## src/rtl/sdc_pkg.sv

```systemverilog
package sdc_pkg;
  localparam int CMD_FRAME_BITS = 48;
  localparam int SHORT_RSP_BITS = 48;
  localparam int LONG_RSP_BITS  = 136;
  localparam int KEEP_BITS      = 128;
  localparam int NUM_FLAGS      = 4;
  localparam int FLG_DONE       = 0;
  localparam int FLG_TMO        = 1;
  localparam int FLG_RSP        = 2;
  localparam int FLG_CRC        = 3;

  typedef enum logic [1:0] {
    RX_IDLE = 2'd0,
    RX_WAIT = 2'd1,
    RX_RECV = 2'd2
  } rx_state_e;

  // Serial CRC7, polynomial x^7 + x^3 + 1, MSB of the input first.
  function automatic logic [6:0] crc7_calc(input logic [39:0] bits);
    logic [6:0] c;
    logic       fb;
    c = '0;
    for (int i = 39; i >= 0; i--) begin
      fb = bits[i] ^ c[6];
      c  = {c[5:0], 1'b0};
      if (fb) c = c ^ 7'h09;
    end
    return c;
  endfunction
endpackage

```

## src/rtl/sdc_cmd_tx.sv

```systemverilog
module sdc_cmd_tx
  import sdc_pkg::*;
(
  input  logic        clk,
  input  logic        rst_n,
  input  logic        load,
  input  logic [5:0]  idx,
  input  logic [31:0] arg,
  output logic        line_out,
  output logic        line_oe,
  output logic        last_bit
);
  localparam int CW = $clog2(CMD_FRAME_BITS);

  logic [CMD_FRAME_BITS-1:0] sh_q, sh_d;
  logic [CW-1:0]             cnt_q, cnt_d;
  logic                      act_q, act_d;
  logic [39:0]               head;
  logic [CMD_FRAME_BITS-1:0] frame;

  assign head  = {1'b0, 1'b1, idx, arg};
  assign frame = {head, crc7_calc(head), 1'b1};

  assign last_bit = act_q && (cnt_q == CW'(CMD_FRAME_BITS - 1));
  assign line_oe  = act_q;
  assign line_out = act_q ? sh_q[CMD_FRAME_BITS-1] : 1'b1;

  always_comb begin
    sh_d  = sh_q;
    cnt_d = cnt_q;
    act_d = act_q;
    if (load) begin
      sh_d  = frame;
      cnt_d = '0;
      act_d = 1'b1;
    end else if (act_q) begin
      sh_d  = {sh_q[CMD_FRAME_BITS-2:0], 1'b1};
      cnt_d = cnt_q + 1'b1;
      if (last_bit) act_d = 1'b0;
    end
  end

  always_ff @(posedge clk or negedge rst_n) begin
    if (!rst_n) begin
      sh_q  <= '1;
      cnt_q <= '0;
      act_q <= 1'b0;
    end else begin
      sh_q  <= sh_d;
      cnt_q <= cnt_d;
      act_q <= act_d;
    end
  end
endmodule

```

## src/rtl/sdc_rsp_rx.sv

```systemverilog
module sdc_rsp_rx
  import sdc_pkg::*;
#(
  parameter int TMO_CYCLES = 64
) (
  input  logic                 clk,
  input  logic                 rst_n,
  input  logic                 arm,
  input  logic                 long_mode,
  input  logic                 line_in,
  output logic                 active,
  output logic                 finish,
  output logic                 timed_out,
  output logic                 crc_bad,
  output logic [KEEP_BITS-1:0] words
);
  localparam int TW = (TMO_CYCLES > 1) ? $clog2(TMO_CYCLES) : 1;
  localparam int RW = $clog2(LONG_RSP_BITS);

  rx_state_e              st_q, st_d;
  logic [TW-1:0]          tcnt_q, tcnt_d;
  logic [RW-1:0]          rcnt_q, rcnt_d;
  logic [KEEP_BITS-2:0]   sh_q, sh_d;
  logic                   long_q, long_d;
  logic [KEEP_BITS-1:0]   words_q, words_d;
  logic [KEEP_BITS-1:0]   nxt;
  logic [RW-1:0]          last_idx;

  assign nxt      = {sh_q, line_in};
  assign last_idx = long_q ? RW'(LONG_RSP_BITS - 1) : RW'(SHORT_RSP_BITS - 1);
  assign active   = (st_q != RX_IDLE);
  assign finish   = (st_q == RX_RECV) && (rcnt_q == last_idx);
  assign timed_out = (st_q == RX_WAIT) && line_in && (tcnt_q == TW'(TMO_CYCLES - 1));
  assign crc_bad  = finish && !long_q && (crc7_calc(nxt[47:8]) != nxt[7:1]);
  assign words    = words_q;

  always_comb begin
    st_d    = st_q;
    tcnt_d  = tcnt_q;
    rcnt_d  = rcnt_q;
    sh_d    = sh_q;
    long_d  = long_q;
    words_d = words_q;
    case (st_q)
      RX_IDLE: begin
        if (arm) begin
          st_d   = RX_WAIT;
          tcnt_d = '0;
          long_d = long_mode;
        end
      end
      RX_WAIT: begin
        if (!line_in) begin
          st_d   = RX_RECV;
          rcnt_d = RW'(1);
          sh_d   = nxt[KEEP_BITS-2:0];
        end else if (timed_out) begin
          st_d = RX_IDLE;
        end else begin
          tcnt_d = tcnt_q + 1'b1;
        end
      end
      RX_RECV: begin
        sh_d   = nxt[KEEP_BITS-2:0];
        rcnt_d = rcnt_q + 1'b1;
        if (finish) begin
          st_d = RX_IDLE;
          if (long_q) words_d = nxt;
          else        words_d = {nxt[39:8], 96'd0};
        end
      end
      default: st_d = RX_IDLE;
    endcase
  end

  always_ff @(posedge clk or negedge rst_n) begin
    if (!rst_n) begin
      st_q    <= RX_IDLE;
      tcnt_q  <= '0;
      rcnt_q  <= '0;
      sh_q    <= '1;
      long_q  <= 1'b0;
      words_q <= '0;
    end else begin
      st_q    <= st_d;
      tcnt_q  <= tcnt_d;
      rcnt_q  <= rcnt_d;
      sh_q    <= sh_d;
      long_q  <= long_d;
      words_q <= words_d;
    end
  end
endmodule

```

## src/rtl/sdc_flags.sv

```systemverilog
module sdc_flags #(
  parameter int N = 4
) (
  input  logic         clk,
  input  logic         rst_n,
  input  logic         wipe,
  input  logic [N-1:0] set,
  input  logic [N-1:0] clr,
  output logic [N-1:0] flags
);
  for (genvar g = 0; g < N; g++) begin : g_flag
    logic f_q, f_d;
    always_comb begin
      if (wipe) f_d = 1'b0;
      else      f_d = (f_q & ~clr[g]) | set[g];
    end
    always_ff @(posedge clk or negedge rst_n) begin
      if (!rst_n) f_q <= 1'b0;
      else        f_q <= f_d;
    end
    assign flags[g] = f_q;
  end
endmodule

```

## src/rtl/sd_cmd_engine.sv

```systemverilog
module sd_cmd_engine
  import sdc_pkg::*;
#(
  parameter int TMO_CYCLES = 64
) (
  input  logic        clk,
  input  logic        rst_n,
  input  logic        start,
  input  logic [5:0]  cmd_index,
  input  logic [31:0] cmd_arg,
  input  logic        arg_valid,
  input  logic        rsp_expect,
  input  logic        rsp_long,
  input  logic [3:0]  flag_clear,
  input  logic        cmd_line_in,
  output logic        cmd_line_out,
  output logic        cmd_line_oe,
  output logic        busy,
  output logic        flag_done,
  output logic        flag_timeout,
  output logic        flag_rsp_valid,
  output logic        flag_crc_err,
  output logic [31:0] rsp_word0,
  output logic [31:0] rsp_word1,
  output logic [31:0] rsp_word2,
  output logic [31:0] rsp_word3
);
  logic [1:0]           rs_q;
  logic                 rst_i_n;
  logic                 accept;
  logic                 rsp_q, rsp_d, long_q, long_d;
  logic                 tx_last, arm;
  logic                 rx_active, rx_fin, rx_tmo, rx_crc_bad;
  logic [KEEP_BITS-1:0] words;
  logic [NUM_FLAGS-1:0] set_v, flg;

  // reset: asserted at once, released after two edges
  always_ff @(posedge clk or negedge rst_n) begin
    if (!rst_n) rs_q <= '0;
    else        rs_q <= {rs_q[0], 1'b1};
  end
  assign rst_i_n = rs_q[1];

  assign accept = start && !busy;
  assign arm    = tx_last && rsp_q;
  assign busy   = cmd_line_oe || rx_active;

  always_comb begin
    rsp_d  = rsp_q;
    long_d = long_q;
    if (accept) begin
      rsp_d  = rsp_expect;
      long_d = rsp_expect && rsp_long;
    end
  end

  always_ff @(posedge clk or negedge rst_i_n) begin
    if (!rst_i_n) begin
      rsp_q  <= 1'b0;
      long_q <= 1'b0;
    end else begin
      rsp_q  <= rsp_d;
      long_q <= long_d;
    end
  end

  sdc_cmd_tx u_tx (
    .clk      (clk),
    .rst_n    (rst_i_n),
    .load     (accept),
    .idx      (cmd_index),
    .arg      (arg_valid ? cmd_arg : 32'd0),
    .line_out (cmd_line_out),
    .line_oe  (cmd_line_oe),
    .last_bit (tx_last)
  );

  sdc_rsp_rx #(.TMO_CYCLES(TMO_CYCLES)) u_rx (
    .clk       (clk),
    .rst_n     (rst_i_n),
    .arm       (arm),
    .long_mode (long_q),
    .line_in   (cmd_line_in),
    .active    (rx_active),
    .finish    (rx_fin),
    .timed_out (rx_tmo),
    .crc_bad   (rx_crc_bad),
    .words     (words)
  );

  always_comb begin
    set_v           = '0;
    set_v[FLG_DONE] = (tx_last && !rsp_q) || rx_fin;
    set_v[FLG_TMO]  = rx_tmo;
    set_v[FLG_RSP]  = rx_fin;
    set_v[FLG_CRC]  = rx_crc_bad;
  end

  sdc_flags #(.N(NUM_FLAGS)) u_flags (
    .clk   (clk),
    .rst_n (rst_i_n),
    .wipe  (accept),
    .set   (set_v),
    .clr   (flag_clear),
    .flags (flg)
  );

  assign flag_done      = flg[FLG_DONE];
  assign flag_timeout   = flg[FLG_TMO];
  assign flag_rsp_valid = flg[FLG_RSP];
  assign flag_crc_err   = flg[FLG_CRC];
  assign rsp_word0      = words[127:96];
  assign rsp_word1      = words[95:64];
  assign rsp_word2      = words[63:32];
  assign rsp_word3      = words[31:0];
endmodule

```

## config.mk

```make
export PLATFORM = sky130hd
export DESIGN_NAME = sd_cmd_engine
export DESIGN_NICKNAME = d
export VERILOG_FILES = /design/src/rtl/sdc_pkg.sv /design/src/rtl/sdc_cmd_tx.sv /design/src/rtl/sdc_rsp_rx.sv /design/src/rtl/sdc_flags.sv /design/src/rtl/sd_cmd_engine.sv
export SDC_FILE = /design/constraint.sdc
export NUM_CORES = 1
export LEC_CHECK = 0
export BUFFER_PORTS_ARGS = -buffer_cell sky130_fd_sc_hd__buf_2
export CAP_MARGIN = 10
export CORE_MARGIN = 3
export CORE_UTILIZATION = 35
export DETAILED_ROUTE_END_ITERATION = 7
export GPL_ROUTABILITY_DRIVEN = 0
export PLACE_DENSITY = 0.64
export SLEW_MARGIN = 5
export SYNTH_ARGS = -nofsm -noshare
export SYNTH_HDL_FRONTEND = slang
export SYNTH_SLANG_ARGS = --single-unit
```

## constraint.sdc

```tcl
create_clock -name clk -period 10.45 [get_ports clk]
set_input_delay 2.09 -clock clk [delete_from_list [all_inputs] [get_ports clk]]
set_output_delay 2.09 -clock clk [all_outputs]
set_load 0.005 [all_outputs]
```

After elaboration in Yosys (flattened, before gate mapping). Index checks and enable logic that the tools add are counted.

Add/sub/neg operators: 3. Equality and inequality tests: 12. Multiplexer cells: 106. Bitwise operators: 164. Reductions and logical operators: 25.

Operator list (number): $mux W4 (78); $pmux W127 S2 (1); $not A2 Y2 (76); $mux W128 (1); $mux W127 (1); $mux W48 (2); $xor A1 B1 Y1 (70); $mux W32 (1); $mux W6 (5); $mux W8 (2); $pmux W8 S2 (1); $add A6 B1 Y6 const B (2); $eq A6 B6 Y1 const B (2); $pmux W6 S2 (1); $logic_and A1 B1 Y1 (10); $ne A2 B2 Y1 const B (5); $add A8 B1 Y8 const B (1); $eq A8 B8 Y1 (1); $mux W1 (8); $mux W2 (4); $reduce_bool A2 Y1 (4); $ne A7 B7 Y1 (1); $pmux W2 S3 (1); $reduce_and A2 Y1 (3); other kinds (12) (29).

Bits in registers: 335. Output and inout bits: 135.

Logic depth before layout (Yosys ltp).
Depth in word-level cells: 83. Gate-level depth with buffers: 9. Mapped depth without buffers: 9.

By module. From an unflattened synthesis, not the netlist that was laid out.

Cells, all modules: 1372. Area, all modules: 15569.9 sq um.

By module, submodules not included: sdc_rsp_rx (instances 1, cells an instance 1014, area each 11788.8 sq um, seq. area each 6965.4 sq um); sdc_cmd_tx (instances 1, cells an instance 289, area each 3200.6 sq um, seq. area each 1410.1 sq um); sd_cmd_engine (instances 1, cells an instance 49, area each 390.4 sq um, seq. area each 100.1 sq um); sdc_flags (instances 1, cells an instance 20, area each 190.2 sq um, seq. area each 100.1 sq um).

Worst setup path before layout. No wires, ideal clock.

Kind: input to register. Start point: input cmd_arg[29]. End point: register u_tx.sh_q[4]. Data arrival time: 4242 ps. Required time: 10367 ps. Slack: 6125 ps. Stages on the path: 9. Path buffers: 0. Cells stage by stage: and2_1 > xnor3_1 > xnor3_1 > xnor2_1 > xnor2_2 > xnor3_1 > nand2_1 > nor2_1 > a221o_1.

Word-level cells in the longest chain between the ends: 26.

RTL lines: start, declared (RTL line sd_cmd_engine.sv:10) `input logic [31:0] cmd_arg,`; $mux W32 (*) (RTL line sd_cmd_engine.sv:72) `.arg (arg_valid ? cmd_arg : 32'd0),`; $xor A1 B1 Y1 (*) (RTL line sdc_pkg.sv:24) `fb = bits[i] ^ c[6];`; $mux W4 (*) (RTL line sdc_pkg.sv:26) `if (fb) c = c ^ 7'h09;`; $xor A1 B1 Y1 / $mux W4 (equally long branches) (RTL line sdc_pkg.sv:24, sdc_pkg.sv:26); $mux W4 (RTL line sdc_pkg.sv:26); $xor A1 B1 Y1, or another cell as far along (RTL line sdc_pkg.sv:24); $mux W4 (RTL line sdc_pkg.sv:26); $xor A1 B1 Y1, or another cell as far along (RTL line sdc_pkg.sv:24); [10 not listed]; $mux W4 (RTL line sdc_pkg.sv:26); $xor A1 B1 Y1, or another cell as far along (RTL line sdc_pkg.sv:24); $mux W4 (RTL line sdc_pkg.sv:26); $mux W4, or another cell as far along (RTL line sdc_pkg.sv:26); $mux W4 (RTL line sdc_pkg.sv:26); $not A2 Y2 (no source line) / $xor A1 B1 Y1 (equally long branches); $mux W4 (*) (RTL line sdc_pkg.sv:26); $mux W48 (*) (RTL line sdc_cmd_tx.sv:32) `if (load) begin`; end signal, assigned (RTL line sdc_cmd_tx.sv:45) `sh_q <= '1;`; end signal, assigned (RTL line sdc_cmd_tx.sv:49) `sh_q <= sh_d;`; end, declared (RTL line sdc_cmd_tx.sv:15) `logic [CMD_FRAME_BITS-1:0] sh_q, sh_d;`.

Mark *: on every way between the ends. The rest lies on a longest branch, timed or not. A chain may end at the register's enable or synchronous reset.

Final worst setup path.
Start point: input arg_valid. End point: register u_tx.sh_q[4].

Word-level cells in the longest chain between the ends: 32.

RTL lines: start, declared (RTL line sd_cmd_engine.sv:11) `input logic arg_valid,`; $mux W32 (*) (RTL line sd_cmd_engine.sv:72); $xor A1 B1 Y1 (RTL line sdc_pkg.sv:24); $mux W4 (3 in a row) (RTL line sdc_pkg.sv:26); $not A2 Y2 (no source line); $mux W4 (RTL line sdc_pkg.sv:26); $xor A1 B1 Y1 (RTL line sdc_pkg.sv:24); $mux W4 (3 in a row) (RTL line sdc_pkg.sv:26); $not A2 Y2 (no source line); [8 not listed]; $mux W4 (3 in a row) (RTL line sdc_pkg.sv:26); $not A2 Y2 (no source line); $mux W4 (RTL line sdc_pkg.sv:26); $xor A1 B1 Y1 (RTL line sdc_pkg.sv:24); $mux W4 (3 in a row) (RTL line sdc_pkg.sv:26); $not A2 Y2 (no source line); $mux W4 (*) (RTL line sdc_pkg.sv:26); $mux W48 (*) (RTL line sdc_cmd_tx.sv:32).

Marked as above.

==> results.sh <==
export IMPL_outcome="complete, but fails checks"
export IMPL_violations="DRC"
export IMPL_max_freq_mhz=234
export IMPL_end_kind="register"
export IMPL_cellPowerDensity_mw_per_mm2=164
export IMPL_postSynth_asyncResetShare_pct=100
export IMPL_hold_start="rs_q[0]"
export IMPL_yosys_most_used_dff="dfstp_2"
export IMPL_synth_seq_cells=334
export IMPL_clkTransAtPathRegs_ps=60
export IMPL_setup_ws_ps=6180
export IMPL_slew_violations=0
export IMPL_synthesis_area_sq_mm=0.0153
export IMPL_timing_final_crit_share_pct=40.9
export IMPL_ant_nets=0
export IMPL_post_synth_top_area_cell="dfstp_2"
export IMPL_cts_hold_buf=0
export IMPL_cp_start_kind="input port"
export IMPL_synth_edf_count=0
export IMPL_die_h_um=215
export IMPL_port_buffers=183
export IMPL_drt_iter0_markers=701
export IMPL_cp_num_buf_inv=1
export IMPL_yosysSeqAreaShare_pct=56.1
export IMPL_cts_tree="built"
export IMPL_critPathMaxStageDelay_ps=440
export IMPL_holdWs_ps=347
export IMPL_totalWireLength_mm=32.9
export IMPL_max_slew_margin_pct=29.2
export IMPL_core_sq_mm=0.0425
export IMPL_p_leak_uw=0.00800
export IMPL_cts_setup_buffers=0
export IMPL_vias_per_cell=4.80
export IMPL_crit_family="XOR/XNOR gates"
export IMPL_cp_max_fo=21
export IMPL_setup_violations=0
export IMPL_dp_slack_ps=5650
export IMPL_syn_avg_cell_area_sq_um=11.5
export IMPL_irDropWorstVdd_mv=0.0969
export IMPL_arrival_ps=4730
export IMPL_n_antenna_cell=0
export IMPL_max_slew_worst_pin_slew_ps=1060
export IMPL_cp_common_cell="xnor3_1"
export IMPL_drtPass1Iterations=8
export IMPL_postSynthCellCount=1329
export IMPL_grt_pass1_wl_mm=54.4
export IMPL_path_cells="buf_2, and2_1, xnor3_1, xnor3_1, xnor2_1, xnor2_2, xnor3_1, nand2_1, nor2_1, a221o_1"
export IMPL_worst_clock_skew_ps=18.3
export IMPL_cap_viol_max_count=0
export IMPL_floorplan_initialDensity_pct=36.0
export IMPL_ctsResizeCount=0
export IMPL_cts_root_buf="clkbuf_16"
export IMPL_grt_max_degree=165
export IMPL_rr_startpoint="u_rx.long_q"
export IMPL_syn2layout_area_growth_pct=17.8
export IMPL_holdPathStages=0
export IMPL_layout_drive_gt1_share_pct=37.7
export IMPL_htree_levels=2
export IMPL_min_to="rs_q[1]"
export IMPL_dieArea_sq_mm=0.0462
export IMPL_min_period_ps=4270
export IMPL_rsz0062_at_grt="no"
export IMPL_cts_buffers=38
export IMPL_clk_latency_ps=540
export IMPL_r2r_cells=6
export IMPL_detail_route_wl_per_cell_um=15.7
export IMPL_fin_tns_setup_ps=0
export IMPL_yosysTopAreaCellShare_pct=29.9
export IMPL_cts_sinks=334
export IMPL_synth_nets=1381
export IMPL_die_x_um=215
export IMPL_grt_overflow_total=0
export IMPL_rows=75
export IMPL_fin_nets=1534
export IMPL_drc=9
export IMPL_grt_usage_pct=14.2
export IMPL_synth_cell_types=50
export IMPL_place_inst=2019
export IMPL_hold_class="register to register"
export IMPL_ys_top_cells_by_area="dfstp_2, dfrtp_1, mux2_2, nand2_1, o21ai_0"
export IMPL_slowest_stage="xnor3_1"
export IMPL_clockBufferDepth=3
export IMPL_finalNonFillerCells=2088
export IMPL_grt_pass1_vias=10200
export IMPL_ff2ff_setup_slack_ps=6860
export IMPL_dpl_instance_area_sq_mm=0.0167
export IMPL_final_area_sq_mm=0.0180
export IMPL_final_hold_violation_count=0
export IMPL_place_hpwl_mm=22.0
export IMPL_r2r_end="u_rx.words[33]"
export IMPL_final_cell_mix="nand2_1, buf_2, dfstp_2"
export IMPL_cp_required_ps=10910
export IMPL_final_common_cell="nand2_1"
export IMPL_yosys_warnings=0
export IMPL_ios=184
export IMPL_antenna_found_initial=0
export IMPL_via_count=10000
export IMPL_path_class="input port to register"
==> flip-flops by register name, indices dropped and copies added, names as in the netlist <==
register,flops
u_flags.g_flag.f_q,4
u_tx.sh_q,47
rs_q,2
u_rx.sh_q,127
u_rx.long_q,1
u_tx.cnt_q,6
rsp_q,1
u_rx.words,128
u_rx.tcnt_q,6
long_q,1
u_tx.line_oe,1
u_rx.rcnt_q,8
u_rx.st_q,2
==> cell usage after synthesis, types with 2 or more instances <==
| cell | number |
|---|---|
| nand4_1 | 5 |
| nand2b_1 | 6 |
| a222oi_1 | 29 |
| xnor2_1 | 74 |
| nor2b_1 | 5 |
| xnor2_2 | 5 |
| and3_1 | 3 |
| a22oi_1 | 8 |
| nor3_1 | 3 |
| dfrtp_1 | 160 |
| nand3_1 | 9 |
| o31ai_1 | 2 |
| clkbuf_1 | 75 |
| o21ai_1 | 2 |
| buf_1 | 5 |
| nor3b_1 | 2 |
| mux2i_1 | 39 |
| and2_1 | 4 |
| mux2_2 | 127 |
| dfstp_2 | 174 |
| xor3_1 | 5 |
| a31oi_1 | 2 |
| nor2_1 | 21 |
| inv_1 | 33 |
| a221o_1 | 3 |
| nor4bb_1 | 3 |
| xnor3_1 | 16 |
| a21oi_1 | 6 |
| xor2_1 | 41 |
| or3_1 | 2 |
| o221ai_1 | 2 |
| ha_1 | 3 |
| o21ai_0 | 141 |
| xnor3_2 | 3 |
| nand2_1 | 296 |
==> cell families (layout without fill, tap and decap cells) <==
kind of cell / after synthesis / in the layout / synth area share (%)
AOI/OAI and AO/OA: 204 / 204 / 8.18
adders and majority gates: 3 / 3 / 0.246
and+or+nand+nor: 361 / 361 / 9.60
DFF: 334 / 334 / 56.1
xor gates and xnor gates: 147 / 147 / 11.2
buffers and inverters: 113 / 295 / 2.77
muxes: 166 / 166 / 11.9
other: 1 / 1 / 0.0245
==> how the worst max path moves through the flow <==
stage / startpoint / endpoint / slack [ps] / depth (start not counted)
global route: arg_valid / u_tx.sh_q[4] / 6090 / 10
floorplan: rs_q[1] / long_q / 760 / 0
detailed placement: arg_valid / u_tx.sh_q[4] / 5650 / 10
finish: arg_valid / u_tx.sh_q[4] / 6180 / 10
global placement: arg_valid / u_tx.sh_q[4] / 5710 / 10
CTS: arg_valid / u_tx.sh_q[4] / 6220 / 10
==> report_power, final <==
| group | switching, uW | internal [uW] |
|---|---|---|
| combinational | 151 | 157 |
| sequential | 4.22 | 1300 |
| clock | 525 | 815 |
| total | 680 | 2270 |
==> metrics by stage <==
stage          power [uW]  util [%]
3_5_place_dp         1640      39.4
2_1_floorplan        1580         -
3_3_place_gp         1630      39.4
4_1_cts              3010      42.4
6_report             2960      42.4
5_1_grt              3090      42.4
==> per-layer routing <==
layer  vias to the layer above  wire (um)  global-route usage, %
met1                      4947      14900                   18.9
li1                       4816          -                      -
met5                         -          0                      0
met2                       217      15300                   23.1
met3                        44       2040                   3.91
met4                         0        622                   3.68
==> final cells by class <==
| class | instances | area, sq um |
|---|---|---|
| Clock inverter | 12 | 151 |
| Inverter | 33 | 124 |
| Sequential cell | 334 | 8580 |
| Timing Repair Buffer | 193 | 1000 |
| Fill cell | 4046 | 24500 |
| Tap cell | 577 | 722 |
| Multi-Input combinational cell | 882 | 6300 |
| Clock buffer | 57 | 1110 |
(Power assumes the default switching activity.)
